<file path="config.mk">
export PLATFORM = sky130hd
export DESIGN_NAME = msixv_engine
export DESIGN_NICKNAME = d
export VERILOG_FILES = /design/src/rtl/msixv_pkg.sv /design/src/rtl/msixv_table_ram.sv /design/src/rtl/msixv_use_ctr.sv /design/src/rtl/msixv_rd_mux.sv /design/src/rtl/msixv_engine.sv
export SDC_FILE = /design/constraint.sdc
export NUM_CORES = 2
export LEC_CHECK = 0
export ABC_AREA = 1
export BUFFER_PORTS_ARGS = -buffer_cell sky130_fd_sc_hd__buf_2
export CORE_MARGIN = 2
export CORE_UTILIZATION = 40
export CTS_BUF_LIST = sky130_fd_sc_hd__clkbuf_16
export CTS_CLUSTER_SIZE = 14
export DETAILED_ROUTE_END_ITERATION = 7
export PLACE_DENSITY = 0.55
export SYNTH_ARGS = -nofsm -noshare
export SYNTH_HDL_FRONTEND = slang
export SYNTH_SLANG_ARGS = --single-unit
</file>
<file path="constraint.sdc">
create_clock -name clk -period 6.2 [get_ports clk]
set_input_delay 0.62 -clock clk [delete_from_list [all_inputs] [get_ports clk]]
set_output_delay 0.62 -clock clk [all_outputs]
set_load 0.005 [all_outputs]
</file>
<file path="src/rtl/msixv_pkg.sv">
package msixv_pkg;
  typedef enum logic [2:0] {
    S_INIT,
    S_IDLE,
    S_FETCH,
    S_LOAD,
    S_EMIT,
    S_RRESP,
    S_SCAN
  } state_t;

  localparam int DW_LANES = 3;  // address low, address high, payload
endpackage

</file>
<file path="src/rtl/msixv_table_ram.sv">
module msixv_table_ram #(
  parameter int N     = 16,
  parameter int VW    = 4,
  parameter int LANES = 3
) (
  input  logic                   clk,
  input  logic [LANES-1:0]       we,
  input  logic [VW-1:0]          waddr,
  input  logic [LANES-1:0][31:0] wdata,
  input  logic [VW-1:0]          raddr,
  output logic [LANES-1:0][31:0] rdata
);
  // One simple dual-port dword memory per lane, registered read.
  for (genvar g = 0; g < LANES; g++) begin : g_lane
    logic [31:0] mem [N];
    logic [31:0] rq;
    always_ff @(posedge clk) begin
      if (we[g]) mem[waddr] <= wdata[g];
      rq <= mem[raddr];
    end
    assign rdata[g] = rq;
  end
endmodule

</file>
<file path="src/rtl/msixv_use_ctr.sv">
module msixv_use_ctr #(
  parameter int N  = 16,
  parameter int VW = 4,
  parameter int CW = 4
) (
  input  logic          clk,
  input  logic          rst,
  input  logic          cmd_valid,
  input  logic          cmd_use,
  input  logic [VW-1:0] cmd_vec,
  output logic [N-1:0]  used,
  output logic [N-1:0]  drain
);
  localparam logic [CW-1:0] CMAX = '1;

  for (genvar g = 0; g < N; g++) begin : g_cnt
    logic [CW-1:0] cnt;
    logic          hit;
    assign hit = cmd_valid && (cmd_vec == VW'(g));
    always_ff @(posedge clk) begin
      if (rst) begin
        cnt <= '0;
      end else if (hit) begin
        if (cmd_use) begin
          if (cnt != CMAX) cnt <= cnt + 1'b1;
        end else if (cnt != '0) begin
          cnt <= cnt - 1'b1;
        end
      end
    end
    assign used[g]  = (cnt != '0);
    assign drain[g] = hit && !cmd_use && (cnt == CW'(1));
  end
endmodule

</file>
<file path="src/rtl/msixv_rd_mux.sv">
module msixv_rd_mux #(
  parameter int N     = 16,
  parameter int OFF_W = 8,
  parameter int PBA_Q = 1
) (
  input  logic             is_pba,
  input  logic             wide,
  input  logic [OFF_W-1:0] addr,
  input  logic [2:0][31:0] lanes,
  input  logic             mask_bit,
  input  logic [N-1:0]     pend,
  output logic [63:0]      rdata
);
  localparam int PBA_BITS = PBA_Q * 64;

  logic [31:0]         dw_arr [4];
  logic [PBA_BITS-1:0] padded;
  logic [63:0]         qword;
  logic                unused_lsb;

  assign unused_lsb = ^addr[1:0];

  always_comb begin
    dw_arr[0] = lanes[0];
    dw_arr[1] = lanes[1];
    dw_arr[2] = lanes[2];
    dw_arr[3] = {31'b0, mask_bit};
    padded = '0;
    padded[N-1:0] = pend;
    qword = '0;
    for (int q = 0; q < PBA_Q; q++) begin
      if (int'(addr[OFF_W-1:3]) == q) qword = padded[q*64 +: 64];
    end
    if (is_pba) begin
      if (wide) rdata = qword;
      else      rdata = {32'b0, addr[2] ? qword[63:32] : qword[31:0]};
    end else begin
      if (wide) rdata = {dw_arr[{addr[3], 1'b1}], dw_arr[{addr[3], 1'b0}]};
      else      rdata = {32'b0, dw_arr[addr[3:2]]};
    end
  end
endmodule

</file>
<file path="src/rtl/msixv_engine.sv">
module msixv_engine
  import msixv_pkg::*;
#(
  parameter int NUM_VEC = 16,
  parameter int CNT_W   = 4,
  localparam int VW     = (NUM_VEC > 1) ? $clog2(NUM_VEC) : 1,
  localparam int OFF_W  = VW + 4
) (
  input  logic             clk,
  input  logic             rst,
  input  logic             reg_req,
  input  logic             reg_we,
  input  logic             reg_pba,
  input  logic             reg_wide,
  input  logic [OFF_W-1:0] reg_addr,
  input  logic [63:0]      reg_wdata,
  output logic             reg_ready,
  output logic             reg_rvalid,
  output logic [63:0]      reg_rdata,
  output logic             pba_wr_err,
  input  logic             irq_req,
  input  logic [VW-1:0]    irq_vec,
  output logic             irq_ready,
  input  logic             cnt_valid,
  input  logic             cnt_use,
  input  logic [VW-1:0]    cnt_vec,
  input  logic             fn_enable,
  input  logic             fn_maskall,
  input  logic             rescan,
  output logic             msg_valid,
  input  logic             msg_ready,
  output logic [63:0]      msg_addr,
  output logic [31:0]      msg_data
);
  localparam int             PBA_Q = (NUM_VEC + 63) / 64;
  localparam logic [VW-1:0]  LAST  = VW'(NUM_VEC - 1);

  state_t             st;
  logic [VW-1:0]      init_idx, idx, op_vec;
  logic [OFF_W-1:0]   op_addr;
  logic               op_wide, op_pba, ret_scan;
  logic               fm_q, old_fm, rescan_pend;
  logic [NUM_VEC-1:0] mask_q, pend_q, pend_nxt, used, drain;

  // Register-port decode
  logic [VW-1:0]           reg_vec;
  logic [1:0]              reg_dw;
  logic                    reg_go, irq_go, tbl_wr, ctrl_wr;
  logic [3:0]              lane_hit;
  logic [31:0]             ctrl_wd;
  logic                    mask_new, was_m, now_m, unmask_hit;
  logic                    irq_masked, scan_hit;
  logic [DW_LANES-1:0]     ram_we;
  logic [VW-1:0]           ram_waddr, ram_raddr;
  logic [DW_LANES-1:0][31:0] ram_wd, ram_rd;
  logic [63:0]             rd_word;
  logic                    unused_bits;

  assign reg_ready = (st == S_IDLE) && !rescan_pend;
  assign irq_ready = reg_ready && !reg_req;
  assign reg_go    = reg_req && reg_ready;
  assign irq_go    = irq_req && irq_ready;

  assign reg_vec = reg_addr[OFF_W-1:4];
  assign reg_dw  = reg_addr[3:2];
  assign tbl_wr  = reg_go && reg_we && !reg_pba;
  assign ctrl_wd = reg_wide ? reg_wdata[63:32] : reg_wdata[31:0];
  assign unused_bits = ^{reg_addr[1:0], ctrl_wd[31:1]};

  always_comb begin
    for (int k = 0; k < 4; k++) begin
      lane_hit[k] = reg_wide ? (k[1] == reg_dw[1]) : (k[1:0] == reg_dw);
    end
  end

  assign ctrl_wr    = tbl_wr && lane_hit[3];
  assign mask_new   = ctrl_wr ? ctrl_wd[0] : mask_q[reg_vec];
  assign was_m      = fm_q | mask_q[reg_vec];
  assign now_m      = fm_q | mask_new;
  assign unmask_hit = tbl_wr && was_m && !now_m && pend_q[reg_vec];
  assign irq_masked = fm_q | mask_q[irq_vec];
  assign scan_hit   = old_fm && !fm_q && !mask_q[idx] && pend_q[idx];

  // Table storage ports
  always_comb begin
    ram_waddr = (st == S_INIT) ? init_idx : reg_vec;
    for (int k = 0; k < DW_LANES; k++) begin
      if (st == S_INIT) begin
        ram_we[k] = 1'b1;
        ram_wd[k] = '0;
      end else begin
        ram_we[k] = tbl_wr && lane_hit[k];
        ram_wd[k] = (reg_wide && k[0]) ? reg_wdata[63:32] : reg_wdata[31:0];
      end
    end
    case (st)
      S_IDLE:  ram_raddr = reg_go ? reg_vec : irq_vec;
      S_SCAN:  ram_raddr = idx;
      default: ram_raddr = op_vec;
    endcase
  end

  msixv_table_ram #(.N(NUM_VEC), .VW(VW), .LANES(DW_LANES)) u_ram (
    .clk   (clk),
    .we    (ram_we),
    .waddr (ram_waddr),
    .wdata (ram_wd),
    .raddr (ram_raddr),
    .rdata (ram_rd)
  );

  msixv_use_ctr #(.N(NUM_VEC), .VW(VW), .CW(CNT_W)) u_use (
    .clk       (clk),
    .rst       (rst),
    .cmd_valid (cnt_valid),
    .cmd_use   (cnt_use),
    .cmd_vec   (cnt_vec),
    .used      (used),
    .drain     (drain)
  );

  msixv_rd_mux #(.N(NUM_VEC), .OFF_W(OFF_W), .PBA_Q(PBA_Q)) u_mux (
    .is_pba   (op_pba),
    .wide     (op_wide),
    .addr     (op_addr),
    .lanes    (ram_rd),
    .mask_bit (mask_q[op_vec]),
    .pend     (pend_q),
    .rdata    (rd_word)
  );

  // Pending array next state: set on masked request, clear on replay,
  // clear when the use count drains (last so it wins).
  always_comb begin
    pend_nxt = pend_q;
    if (st == S_IDLE && irq_go && used[irq_vec] && irq_masked)
      pend_nxt[irq_vec] = 1'b1;
    if (unmask_hit)
      pend_nxt[reg_vec] = 1'b0;
    if (st == S_SCAN && scan_hit)
      pend_nxt[idx] = 1'b0;
    pend_nxt = pend_nxt & ~drain;
  end

  always_ff @(posedge clk) begin
    if (rst) pend_q <= '0;
    else     pend_q <= pend_nxt;
  end

  always_ff @(posedge clk) begin
    if (rst) begin
      st          <= S_INIT;
      init_idx    <= '0;
      idx         <= '0;
      op_vec      <= '0;
      op_addr     <= '0;
      op_wide     <= 1'b0;
      op_pba      <= 1'b0;
      ret_scan    <= 1'b0;
      mask_q      <= '1;
      fm_q        <= 1'b1;
      old_fm      <= 1'b1;
      rescan_pend <= 1'b0;
      msg_valid   <= 1'b0;
      msg_addr    <= '0;
      msg_data    <= '0;
      reg_rvalid  <= 1'b0;
      reg_rdata   <= '0;
      pba_wr_err  <= 1'b0;
    end else begin
      reg_rvalid <= 1'b0;
      pba_wr_err <= 1'b0;
      case (st)
        S_INIT: begin
          init_idx <= init_idx + 1'b1;
          if (init_idx == LAST) st <= S_IDLE;
        end
        S_IDLE: begin
          if (rescan_pend) begin
            rescan_pend <= 1'b0;
            old_fm      <= fm_q;
            fm_q        <= !fn_enable || fn_maskall;
            if (fm_q && fn_enable && !fn_maskall) begin
              idx <= '0;
              st  <= S_SCAN;
            end
          end else if (reg_go) begin
            op_vec  <= reg_vec;
            op_addr <= reg_addr;
            op_wide <= reg_wide;
            op_pba  <= reg_pba;
            if (!reg_we) begin
              st <= S_RRESP;
            end else if (reg_pba) begin
              pba_wr_err <= 1'b1;
            end else begin
              if (ctrl_wr) mask_q[reg_vec] <= ctrl_wd[0];
              if (unmask_hit) begin
                ret_scan <= 1'b0;
                st       <= S_FETCH;
              end
            end
          end else if (irq_go && used[irq_vec] && !irq_masked) begin
            op_vec   <= irq_vec;
            ret_scan <= 1'b0;
            st       <= S_LOAD;
          end
        end
        S_FETCH: st <= S_LOAD;
        S_LOAD: begin
          msg_addr  <= {ram_rd[1], ram_rd[0]};
          msg_data  <= ram_rd[2];
          msg_valid <= 1'b1;
          st        <= S_EMIT;
        end
        S_EMIT: begin
          if (msg_ready) begin
            msg_valid <= 1'b0;
            if (ret_scan && idx != LAST) begin
              idx <= idx + 1'b1;
              st  <= S_SCAN;
            end else begin
              st <= S_IDLE;
            end
          end
        end
        S_RRESP: begin
          reg_rdata  <= rd_word;
          reg_rvalid <= 1'b1;
          st         <= S_IDLE;
        end
        S_SCAN: begin
          if (scan_hit) begin
            op_vec   <= idx;
            ret_scan <= 1'b1;
            st       <= S_LOAD;
          end else if (idx == LAST) begin
            st <= S_IDLE;
          end else begin
            idx <= idx + 1'b1;
          end
        end
        default: st <= S_IDLE;
      endcase
      if (rescan) rescan_pend <= 1'b1;
    end
  end
endmodule

</file>
# Word-level counts from Yosys, hierarchy flattened
# Memory sizes are Yosys's and may differ from the RTL's. A register that Yosys moved wholly into a read port is not among the register bits.
# Index checks and enable logic that the tools add are counted.
# word_totals
elab_cells,491
ramBits,1536
reg_bits,288
n_memories,3
# classes
n_mux,145
bitwise_logic,19
order_cmp,10
n_eq_ne,93
n_reduce_logical,152
addsub,34
# mem_list
name,words,width,rd,rd_clocked_by_memory_dff,wr,line_no,rtl
u_ram.g_lane[0].mem,16,32,1,1,1,msixv_table_ram.sv:15,logic [31:0] mem [N];
u_ram.g_lane[1].mem,16,32,1,1,1,msixv_table_ram.sv:15,
u_ram.g_lane[2].mem,16,32,1,1,1,msixv_table_ram.sv:15,
# op_table
op,n
$mux 32,10
$mux 4,60
$bmux 32 s2,3
$mux 64,2
$mux 16,5
$logic_and 1x1->1,76
$add 4x1->4 const B,18
$eq 4x1->1 const B,17
$ne 4x4->1 const B,17
$reduce_bool 4->1,16
$sub 4x1->4 const B,16
$reduce_and 3->1,17
$and 16x16->16,3
$not 16->16,3
$eq 4x4->1 const B,10
$reduce_bool 2->1,19
$mux 1,36
$mux 3,12
$ne 2x1->1 const B,18
$bmux 1 s4,7
$reduce_and 7->1,3
$lt 4x5->1 const B,4
$pmux 3 s6,1
$bwmux 16,1
other kinds (33),79

# Depth between registers and ports, before layout
# logic_depth
depth_word,17
ltp_mapped,17

# By module
# Synthesis repeated with hierarchy kept, for this count alone.
# unflattened
cells_unflattened,9370
area_unflattened_um2,85759.8
# by_module_without_submodules
mod,seq_area_each_um2,cells_per_inst,instances,area_each_um2
msixv_table_ram,48046.1,6359,1,67813.8
msixv_engine,4484.3,1730,1,10849.2
msixv_use_ctr,1281.2,985,1,5649.2
msixv_rd_mux,0.0,296,1,1447.6

# Worst setup path before layout
# OpenSTA, ideal clock, no wires.
# synth_path
kind,flip-flop to flip-flop
start,register st[0]
end,memory u_ram.g_lane[0].mem[7][0] (enable)
setup_time_ns,0.421
synth_period_minus_slack_ns,3.290
n_path_buf,1
arrival_ns,2.869
path_slack_ns,2.910
stages_incl_launch_ff,10
cell_sequence,dfxtp_1 > nor2_1 > nand2_1 > clkbuf_1 > nor2_1 > a21oi_1 > inv_1 > nor2_1 > nand2_1 > nor2_1
# synth_via
elab_chain_cells,9
elab_cells_between_ends,11
classes_between,eq/ne: 1; mux: 4; reduce/logical: 6
# synth_lines
item,line_no,rtl
start: declaration,msixv_engine.sv:38,state_t st;
start signal: assignment,msixv_engine.sv:152,st <= S_INIT;
start signal: assignment,msixv_engine.sv:176,if (init_idx == LAST) st <= S_IDLE;
start signal: assignment,msixv_engine.sv:185,st <= S_SCAN;
$eq 3x1->1,msixv_engine.sv:59,assign reg_ready = (st == S_IDLE) && !rescan_pend;
$logic_and 1x1->1,msixv_engine.sv:59,
$logic_and 1x1->1,msixv_engine.sv:61,assign reg_go = reg_req && reg_ready;
$logic_and 1x1->1 (2 in a row),msixv_engine.sv:66,assign tbl_wr = reg_go && reg_we && !reg_pba;
$logic_and 1x1->1,msixv_engine.sv:92,ram_we[k] = tbl_wr && lane_hit[k];
$mux 1,msixv_engine.sv:88,if (st == S_INIT) begin
$mux 1,msixv_table_ram.sv:18,if (we[g]) mem[waddr] <= wdata[g];
$mux 1 (implied by the code),msixv_table_ram.sv:18,
end: declaration,msixv_table_ram.sv:15,
# Several ways; a longest one is shown, not always the timed one.

# Worst setup path in the final report
# layout_path
start,register st[1]
end,"register u_ram.g_lane[0].rq[14], read port of u_ram.g_lane[0].mem"
# layout_via
elab_chain_cells,5
elab_cells_between_ends,6
classes_between,eq/ne: 2; mux: 2; reduce/logical: 2
# layout_lines
item,line_no,rtl
$eq 3x1->1,"msixv_engine.sv:59, msixv_engine.sv:96",
$logic_and 1x1->1,msixv_engine.sv:59,
$logic_and 1x1->1,msixv_engine.sv:61,
$mux 4,msixv_engine.sv:97,S_IDLE: ram_raddr = reg_go ? reg_vec : irq_vec;
$pmux 4 s2 (*),msixv_engine.sv:96,case (st)
end: declaration,msixv_table_ram.sv:16,logic [31:0] rq;
# Every way passes the cells marked *; elsewhere a longest branch is shown, timed or not.
# A chain may end at the register's enable or synchronous reset.

==> flow_summary.yaml <==
clocking:
  clkSlewWorstSetupHoldPaths_ns: 0.06
  ctsResizeCount: 0
  tritoncts: "done"
  cts.path.max_buffers: 3
  cts-root-buf: "clkbuf_16"
  cts_sinks: 1918
  h-tree-depth: 4
  insertion_delay_ns: 0.86
  numCtsBuffers: 199
yosys:
  yosys.area.top_type: "edfxtp_1"
  syn_area_um2: 84520
  ys_types: 44
  synth_cells: 8510
  synth_fp_nets: 8656
  avgSynthCellArea_um2: 9.932
  synth_edf_count: 1536
  yosys_warnings: 0
  synth.top_cell.area_share_pct: 54.57
  ys_ff_latch: 1918
  synth_ff_type: "edfxtp_1"
  synth_seq_area_share_pct: 63.62
  synth_area_leaders: "edfxtp_1, nand3_1, dfxtp_1"
  synthArstFlopShare_pct: 0
power_and_ir_drop:
  seqPwrFrac_pct: 37.4
  peakVddDrop_uv: 664.0
  switching_share_pct: 42.81
  power.leakage_nw: 39.18
  pwr-share-clk_pct: 22.7
  p_int_w: 0.02848
  pwr-share-comb_pct: 39.9
  p_switching_w: 0.02132
  power.density_nw_per_um2: 524.4
detailed_routing:
  ant_nets: 0
  dr.pass1.iters: 6
  totalWireLength_um: 275000
  highest_layer: "met4"
  drc: 0
  wl_met1_um: 117900
  wl_met3_um: 19610
  met2_length_um: 125800
  first_iter_violations: 7251
  viasPerCell: 5.392
  vias: 62360
  wire_per_inst_um: 23.77
global_routing:
  grt.overflow.total: 0
  grt_pass1_vias: 58010
  grt_use_total_pct: 24.85
  grt_max_degree: 194
  grt_first_pass_wirelength_um: 398700
  antenna_found_initial: 13
die:
  fp.dieArea_um2: 215000
  start_util_pct: 40.29
  die_x_um: 463.7
  io_pins: 258
  rows: 168
  dieHeight_um: 463.7
  core_um2: 209800
layout:
  drive_above_1_share_pct: 8.765
  area_delta_synth_final_pct: 12.38
  layout.nets: 8724
  post-route-cell-area_um2: 94980
sta:
  period_share_pct: 64.76
  period_needed_ns: 4.015
  skew_ns: 0.03299
  max_freq_mhz: 249.1
  setup_viol_count_final: 0
  tns_ns: 0
  tightestPinTransition_ns: 1.345
  finalMaxSlewViolations: 0
  hold_violations: 0
  rsz0062_at_grt: "no"
  slew_headroom_pct: 10.24
setup_path:
  cp_num_buf_inv: 3
  path_common_cell: "nand3_1"
  worstPathArrival_ns: 4.77
  critPathTopFamily: "simple AND/OR/NAND/NOR gates"
  start_kind: "register"
  path_cells: "inv_2, nand3_4, nor2_4, nand2_2, nand2_1, nand3_1, nand2_4, inv_8, buf_4, nand3_1, nand3_1, nand3_1, nand2_1"
  slowest_delay_ns: 0.86
  crit_fanout: 119
  path_class: "reg -> reg"
  worst_setup_path_end_kind: "register"
  cp.required_ns: 6.96
  crit_slowest_cell: "inv_8"
min_path:
  hold_path_class: "in -> reg"
place:
  dpl_cell_area_um2: 88850
  gp_congestion: 0.9154
  dp_hpwl_um: 161000
  port_buffers: 255
status:
  status: "finished, final reports clean"
run:
  cap_violations: 0
metal layers:
layer  GRT usage (%)  vias to the layer above
met5               0                        -
met4           10.15                        0
met3           3.698                      501
met2           39.25                     2393
met1           34.27                    30620
li1                -                    28850
worst register-to-register path, cell delays in order, from the launching register on:
cell,delay [ns]
dfxtp_1,0.48
inv_2,0.14
nand3_4,0.16
nor2_4,0.06
nand2_2,0.31
nand2_1,0.13
nand3_1,0.15
nand2_4,0.42
inv_8,0.88
buf_4,0.62
nand3_1,0.14
nand3_1,0.11
nand3_1,0.09
nand2_1,0.24
registers in the layout, summed over array words and instances, names as in the netlist, 3 cells and up:
name,flops
u_ram.g_lane.mem,1536
u_ram.g_lane.rq,96
msg_addr,64
reg_rdata,64
u_use.g_cnt.cnt,64
msg_data,32
mask_q,16
pend_q,16
op_addr,6
idx,4
init_idx,4
op_vec,4
st,3
power groups by stage:
stage | sequential (W) | combinational [W] | clock (W)
after floorplan | 0.0180 | 0.0126 | 0
after global placement | 0.0188 | 0.0195 | 0
after detailed placement | 0.0189 | 0.0197 | 0
after CTS | 0.0186 | 0.0197 | 0.0115
after global routing | 0.0187 | 0.0216 | 0.0120
final | 0.0186 | 0.0199 | 0.0113
cell type report:
class | instances | area [um^2]
sequential | 1918 | 53770
inverter | 1155 | 4363
timing repair buffer | 398 | 2643
clock inverter | 172 | 1045
clock buffer | 202 | 5055
fill | 19700 | 114800
multi-input combinational | 4906 | 24570
tap | 2805 | 3510
antenna | 10 | 25.02
Yosys cell counts, drive strengths merged, types with 53 or more instances:
cell type and count:
nand3 1663, edfxtp 1536, nand2 1479, inv 1150, nor2 514, nand3b 480
dfxtp 382, buf 335, o21ai 313, clkbuf 196, a21oi 178, nor3 94
ha 53
final timing paths:
kind	startpoint	to	slack, ns	cells past startpoint
max	st[1]$_SDFFE_PP0P_	u_ram.g_lane[0].rq[14]$_DFF_P_	2.19	13
min	fn_maskall	fm_q$_SDFFE_PP1P_	0.06	3
max reg2reg	st[1]$_SDFFE_PP0P_	u_ram.g_lane[0].rq[14]$_DFF_P_	2.19	13
min reg2reg	reg_rdata[40]$_SDFFE_PP0P_	reg_rdata[40]$_SDFFE_PP0P_	0.46	2
stage by stage:
step                      power [W]  hold slack [ns]  cells  utilization (%)  setup slack (ns)
final                       0.04980          0.05915  11570            45.28             2.185
after global routing        0.05234          0.06021  11560            45.27             1.970
after CTS                   0.04979         0.005503  11560            45.26             2.241
after detailed placement    0.03854           0.4534  11180            42.35             1.993
after global placement      0.03832           0.4485  11180            42.35             1.988
after floorplan             0.03059           0.4271   8510                -             2.910
layout by cell type (no fill, tap or decap), types with 8 or more instances in the layout:
master,Yosys,final
nand3_1,1662,1662
edfxtp_1,1536,1536
nand2_1,1471,1467
inv_1,1143,1218
nand3b_1,480,480
nor2_1,510,428
dfxtp_1,382,382
o21ai_0,311,311
buf_2,278,254
clkbuf_16,0,202
a21oi_1,178,176
buf_4,9,120
nor3_1,94,92
nor2_4,3,53
ha_1,53,53
clkinv_1,5,49
nor2_2,0,32
clkinv_2,0,27
a31oi_1,26,25
buf_12,0,23
o211ai_1,22,22
nand4_1,19,19
nor4_1,13,13
xnor2_1,13,13
diode_2,0,10
bufinv_16,0,8
cells by family after synthesis:
| logic type | after synthesis | share of synthesized area, % |
|---|---|---|
| flops | 1918 | 63.62 |
| simple gates | 4272 | 23.92 |
| xor+xnor | 17 | 0.1762 |
| compound gates | 564 | 3.529 |
| buf+inv | 1686 | 7.970 |
| fa+ha+maj | 53 | 0.7846 |
timing repair:
| action | in CTS | in global routing |
|---|---|---|
| endpoints found under the hold margin | 1 | 0 |
| buffers inserted | 0 | 0 |
| hold buffers | 1 | 0 |
No activity file was read; power rests on OpenSTA's default activity.
